**src/rtl/dma_xfer_pkg.sv**
```systemverilog
package dma_xfer_pkg;
  localparam int ADDR_W = 16;
  localparam int CNT_W  = 16;
  localparam int DATA_W = 8;
  localparam int CFG_W  = (ADDR_W > CNT_W) ? ADDR_W : CNT_W;

  localparam int CTRL_START = 0;
  localparam int CTRL_STEAL = 1;
  localparam int CTRL_CLEAR = 2;

  typedef logic [ADDR_W-1:0] addr_t;
  typedef logic [CNT_W-1:0]  cnt_t;
  typedef logic [DATA_W-1:0] data_t;

  typedef enum logic [1:0] {
    SEL_SRC  = 2'd0,
    SEL_DST  = 2'd1,
    SEL_CNT  = 2'd2,
    SEL_CTRL = 2'd3
  } cfg_sel_e;

  typedef enum logic [2:0] {
    XS_IDLE,
    XS_WAIT,
    XS_READ,
    XS_WRITE,
    XS_GAP
  } xfer_state_e;

  function automatic addr_t addr_advance(addr_t a);
    return a + addr_t'(1);
  endfunction

  function automatic cnt_t cnt_retire(cnt_t c);
    return c - cnt_t'(1);
  endfunction

  function automatic logic cnt_is_last(cnt_t c);
    return c == cnt_t'(1);
  endfunction
endpackage

```
**src/rtl/dma_cfg_regs.sv**
```systemverilog
module dma_cfg_regs
  import dma_xfer_pkg::*;
(
  input  logic             clk,
  input  logic             rst_n,
  input  logic             cfg_we,
  input  logic [1:0]       cfg_sel,
  input  logic [CFG_W-1:0] cfg_wdata,
  output addr_t            prog_src,
  output addr_t            prog_dst,
  output cnt_t             prog_cnt,
  output logic             start_cmd,
  output logic             mode_cmd,
  output logic             clr_cmd
);
  logic ctrl_hit;

  always_comb begin
    ctrl_hit  = cfg_we && (cfg_sel_e'(cfg_sel) == SEL_CTRL);
    start_cmd = ctrl_hit && cfg_wdata[CTRL_START];
    mode_cmd  = cfg_wdata[CTRL_STEAL];
    clr_cmd   = ctrl_hit && cfg_wdata[CTRL_CLEAR];
  end

  always_ff @(posedge clk or negedge rst_n) begin
    if (!rst_n) begin
      prog_src <= '0;
      prog_dst <= '0;
      prog_cnt <= '0;
    end else if (cfg_we) begin
      case (cfg_sel_e'(cfg_sel))
        SEL_SRC: prog_src <= cfg_wdata[ADDR_W-1:0];
        SEL_DST: prog_dst <= cfg_wdata[ADDR_W-1:0];
        SEL_CNT: prog_cnt <= cfg_wdata[CNT_W-1:0];
        default: ;
      endcase
    end
  end
endmodule

```
**src/rtl/dma_irq_flag.sv**
```systemverilog
module dma_irq_flag (
  input  logic clk,
  input  logic rst_n,
  input  logic set_evt,
  input  logic clr_evt,
  output logic irq
);
  always_ff @(posedge clk or negedge rst_n) begin
    if (!rst_n)       irq <= 1'b0;
    else if (set_evt) irq <= 1'b1;
    else if (clr_evt) irq <= 1'b0;
  end
endmodule

```
**src/rtl/dma_xfer_engine.sv**
```systemverilog
module dma_xfer_engine
  import dma_xfer_pkg::*;
(
  input  logic  clk,
  input  logic  rst_n,
  input  logic  start_cmd,
  input  logic  mode_cmd,
  input  addr_t prog_src,
  input  addr_t prog_dst,
  input  cnt_t  prog_cnt,
  input  logic  bus_gnt,
  input  data_t bus_rdata,
  output logic  bus_req,
  output logic  bus_rd,
  output logic  bus_wr,
  output addr_t bus_addr,
  output data_t bus_wdata,
  output logic  busy,
  output logic  start_evt,
  output logic  zero_start,
  output logic  done_evt,
  output logic  steal_mode
);
  xfer_state_e state_q, state_d;
  addr_t src_q, dst_q;
  cnt_t  cnt_q;
  data_t data_q;
  logic  mode_q;
  logic  last_beat;

  always_comb begin
    busy       = (state_q != XS_IDLE);
    bus_rd     = (state_q == XS_READ);
    bus_wr     = (state_q == XS_WRITE);
    bus_req    = (state_q == XS_WAIT) || bus_rd || bus_wr;
    bus_addr   = bus_rd ? src_q : (bus_wr ? dst_q : '0);
    bus_wdata  = data_q;
    start_evt  = start_cmd && !busy;
    zero_start = start_evt && (prog_cnt == '0);
    last_beat  = bus_wr && cnt_is_last(cnt_q);
    done_evt   = last_beat || zero_start;
    steal_mode = mode_q;
  end

  always_comb begin
    state_d = state_q;
    case (state_q)
      XS_IDLE:  if (start_evt && !zero_start) state_d = XS_WAIT;
      XS_WAIT:  if (bus_gnt) state_d = XS_READ;
      XS_READ:  state_d = XS_WRITE;
      XS_WRITE: begin
        if (last_beat)   state_d = XS_IDLE;
        else if (mode_q) state_d = XS_GAP;
        else             state_d = XS_READ;
      end
      XS_GAP:   state_d = XS_WAIT;
      default:  state_d = XS_IDLE;
    endcase
  end

  always_ff @(posedge clk or negedge rst_n) begin
    if (!rst_n) begin
      state_q <= XS_IDLE;
      src_q   <= '0;
      dst_q   <= '0;
      cnt_q   <= '0;
      data_q  <= '0;
      mode_q  <= 1'b0;
    end else begin
      state_q <= state_d;
      if (start_evt && !zero_start) begin
        src_q  <= prog_src;
        dst_q  <= prog_dst;
        cnt_q  <= prog_cnt;
        mode_q <= mode_cmd;
      end
      if (bus_rd) data_q <= bus_rdata;
      if (bus_wr) begin
        src_q <= addr_advance(src_q);
        dst_q <= addr_advance(dst_q);
        cnt_q <= cnt_retire(cnt_q);
      end
    end
  end
endmodule

```
**src/rtl/dma_xfer_ctrl.sv**
```systemverilog
module dma_xfer_ctrl (
  input  logic        clk,
  input  logic        rst_n,
  input  logic        cfg_we,
  input  logic [1:0]  cfg_sel,
  input  logic [15:0] cfg_wdata,
  output logic        bus_req,
  input  logic        bus_gnt,
  output logic        bus_rd,
  output logic        bus_wr,
  output logic [15:0] bus_addr,
  output logic [7:0]  bus_wdata,
  input  logic [7:0]  bus_rdata,
  output logic        busy,
  output logic        irq
);
  import dma_xfer_pkg::*;

  addr_t prog_src, prog_dst;
  cnt_t  prog_cnt;
  logic  start_cmd, mode_cmd, clr_evt;
  logic  start_evt, zero_start, done_evt, steal_mode;

  dma_cfg_regs u_regs (
    .clk       (clk),
    .rst_n     (rst_n),
    .cfg_we    (cfg_we),
    .cfg_sel   (cfg_sel),
    .cfg_wdata (cfg_wdata),
    .prog_src  (prog_src),
    .prog_dst  (prog_dst),
    .prog_cnt  (prog_cnt),
    .start_cmd (start_cmd),
    .mode_cmd  (mode_cmd),
    .clr_cmd   (clr_evt)
  );

  dma_xfer_engine u_engine (
    .clk        (clk),
    .rst_n      (rst_n),
    .start_cmd  (start_cmd),
    .mode_cmd   (mode_cmd),
    .prog_src   (prog_src),
    .prog_dst   (prog_dst),
    .prog_cnt   (prog_cnt),
    .bus_gnt    (bus_gnt),
    .bus_rdata  (bus_rdata),
    .bus_req    (bus_req),
    .bus_rd     (bus_rd),
    .bus_wr     (bus_wr),
    .bus_addr   (bus_addr),
    .bus_wdata  (bus_wdata),
    .busy       (busy),
    .start_evt  (start_evt),
    .zero_start (zero_start),
    .done_evt   (done_evt),
    .steal_mode (steal_mode)
  );

  dma_irq_flag u_irq (
    .clk     (clk),
    .rst_n   (rst_n),
    .set_evt (done_evt),
    .clr_evt (clr_evt),
    .irq     (irq)
  );
endmodule

```
**config.mk**
```make
export PLATFORM = sky130hd
export DESIGN_NAME = dma_xfer_ctrl
export DESIGN_NICKNAME = d
export VERILOG_FILES = /design/src/rtl/dma_xfer_pkg.sv /design/src/rtl/dma_cfg_regs.sv /design/src/rtl/dma_irq_flag.sv /design/src/rtl/dma_xfer_engine.sv /design/src/rtl/dma_xfer_ctrl.sv
export SDC_FILE = /design/constraint.sdc
export NUM_CORES = 1
export LEC_CHECK = 0
export ABC_AREA = 1
export BUFFER_PORTS_ARGS = -buffer_cell sky130_fd_sc_hd__buf_2
export CORE_ASPECT_RATIO = 2
export CORE_UTILIZATION = 35
export DETAILED_ROUTE_END_ITERATION = 12
export GPL_TIMING_DRIVEN = 0
export PLACE_DENSITY_LB_ADDON = 0.12
export SLEW_MARGIN = 20
export SYNTH_ARGS = -nofsm -noshare
export SYNTH_HDL_FRONTEND = slang
export SYNTH_HIERARCHICAL = 1
export SYNTH_SLANG_ARGS = --single-unit
```
**constraint.sdc**
```tcl
create_clock -name clk -period 1.4 [get_ports clk]
set_input_delay 0 -clock clk [delete_from_list [all_inputs] [get_ports clk]]
set_output_delay 0 -clock clk [all_outputs]
set_load 0.03 [all_outputs]
```
==> impl_metrics.ini <==
[outcome]
outcome = finished, violations left
failed_checks = negative setup slack

[setup_path]
crit_family = buffers and inverters
r2r_start = u_engine/state_q[1]$_DFFE_PN0P_
crit_path_end_kind = output pin
crit_slowest_cell = dfrtp_1
ff2ff_path_depth = 8
arrival_ns = 1.73
critPathBufInv = 4
critPathMaxStageDelay_ns = 0.41
r2r-end = u_engine/cnt_q[9]$_DFFE_PN0P_
worstSetupStartpointType = flip-flop
worst-setup-path-type = flip-flop to output pin
cp.required_ns = 1.40
r2r_slack_ns = -0.30
path_cells = buf_4 -> nand3_4 -> buf_8 -> buf_12 -> o22ai_4 -> buf_6
cp_max_fo = 10

[detailed_routing]
vias = 6321
ant_nets = 0
drt_first_pass_iters = 5
wl_per_cell_um = 18.8
drt_iter0_markers = 472
vias_per_cell = 5.14
totalWireLength_um = 23200
drcViolationCount = 0

[die]
fp.dieW_um = 96.0
core-area_um2 = 17300
die_area_um2 = 18300
die_h_um = 190
row_count = 68
initial_core_util = 0.358
io_pins = 59

[sta]
setup_viol = 73
slew_headroom = 0.643
fin_crit_sh = 1.24
fin_crit_ns = 1.73
skew_ns = 0.00649
finalMaxSlewViolations = 0
timing_hold_violations_final = 0
max_freq_mhz = 577
tightestPinTransition_ns = 0.535
worst_slack_ns = -0.334
rsz0062_at_grt = yes

[clock_tree]
clkTransAtPathRegs_ns = 0.07
clockBufferDepth = 2
h-tree-depth = 3
insertion_delay_ns = 0.37
cts_tree = built
cts-root-buf = clkbuf_16
cts_buffers = 9
clkSinkCount = 109

[layout]
syn2layout_area_growth_pct = 48.2
postLayoutCellArea_um2 = 9180
antenna_cells = 0
drive_gt1_frac = 0.311
nNetsFinal = 1049
multiInputGateArea_um2 = 3690
layout.cells.non_filler = 1229
seq_area_um2 = 2740
fin_util = 0.531
nFillCells = 1668

[min_path]
hp-start = cfg_we
min_path_type = primary input to flip-flop
min_delay_path_depth = 4
hold_end = u_regs/prog_src[5]$_DFFE_PN0P_

[grt]
globalRouteTotalUtil = 0.258
grt-ovfl-total = 0
grt_pass1_wl_um = 34100
grt_pass1_vias = 6132
grt_max_degree = 58
antenna_found_initial = 0

[placed_design]
post_dp_cell_area_um2 = 6870
dp.cells = 1128
portBuffers = 57
gp_congestion = 0.921
dpl.hpwl_um = 16200
dp_slack_ns = -0.645

[synthesis]
syn_area_um2 = 6190
syn_nets = 894
ys_warn_count = 6
syn_inst = 860
avgSynthCellArea_um2 = 7.20

[pwr]
power_density_nw_per_um2 = 1690
ir_drop_v = 0.000649
p_leak_nw = 4.43

[flow_run]
drv_cap = 0
==> tightest hold or removal path: stages <==
cell     delay (ns)
buf_4          0.16
nand2_4        0.10
nand2_1        0.07
nand2_1        0.04
==> where the power goes <==
part	internal [mW]	total (mW)	switching, mW	leakage, nW
clock network	1.43	2.66	1.22	0.139
registers	4.18	5.33	1.15	1.36
logic	3.16	7.56	4.39	2.94
==> cells in the final DEF, fill, tap and decap left out, types with 29 or more instances in the layout <==
cell type / count
inv_1: 59
nand4_1: 39
buf_4: 41
dlygate4sd3_1: 29
buf_2: 45
dfrtp_1: 103
buf_6: 30
nand3_2: 37
nor2_1: 66
nand2_1: 270
nand3_1: 89
==> routing by layer <==
layer	GRT usage	part of all wire	vias to the layer above	wire, um
met1	0.277	0.37	2980	8460
met2	0.474	0.56	161	13000
met3	0.0272	0.027	62	622
met4	0.137	0.048	0	1120
li1	-	-	3118	-
met5	0	0	-	0
==> worst max-delay path by stage <==
stage,slack [ns],depth (start not counted),to,start
after floorplan,-0.13,4,bus_addr[15],u_engine/state_q[2]$_DFFE_PN0P_
after global placement,-1.20,1,u_regs/prog_src[13]$_DFFE_PN0P_,rst_n
after detailed placement,-0.64,5,bus_addr[9],u_engine/state_q[2]$_DFFE_PN0P_
after CTS,-0.33,6,bus_addr[7],u_engine/state_q[2]$_DFFE_PN0P_
after global routing,-0.36,6,bus_addr[5],u_engine/state_q[1]$_DFFE_PN0P_
final,-0.33,6,bus_addr[9],u_engine/state_q[1]$_DFFE_PN0P_
==> per-stage QoR <==
step                power (mW)  TNS (ns)  hold WS (ns)
CTS                       14.4    -18.82        0.0382
finish                    15.5    -17.11        0.0429
floorplan                 8.51     -2.73        -0.296
global placement          10.1   -161.25         0.208
detailed placement        10.2    -32.07       0.00229
global route              16.5    -20.77        0.0646
==> timing repair <==
action,CTS,global route
buffers inserted,28,23
hold buffers,29,0
pin swaps,10,26
gates cloned,3,5
setup endpoints to repair,81,77
gates resized for setup,171,150
hold endpoints to repair,110,0
==> sequential cells by signal, summed over array words and instances, names as in the netlist <==
register             cells
u_engine/bus_wdata       8
u_engine/cnt_q          16
u_engine/dst_q          16
u_engine/src_q          16
u_engine/state_q         3
u_engine/steal_mode      1
u_irq/irq                1
u_regs/prog_cnt         16
u_regs/prog_dst         16
u_regs/prog_src         16
==> area by class of cell <==
type / instances / area share
Clock inverter: 3 / 0.00504
Clock buffer: 12 / 0.0269
Timing Repair Buffer: 144 / 0.150
Tap cell: 210 / 0.0286
Sequential cell: 109 / 0.298
Multi-Input combinational cell: 638 / 0.403
Inverter: 71 / 0.0310
Buffer: 42 / 0.0577
No activity file was read; power rests on OpenSTA's default activity.
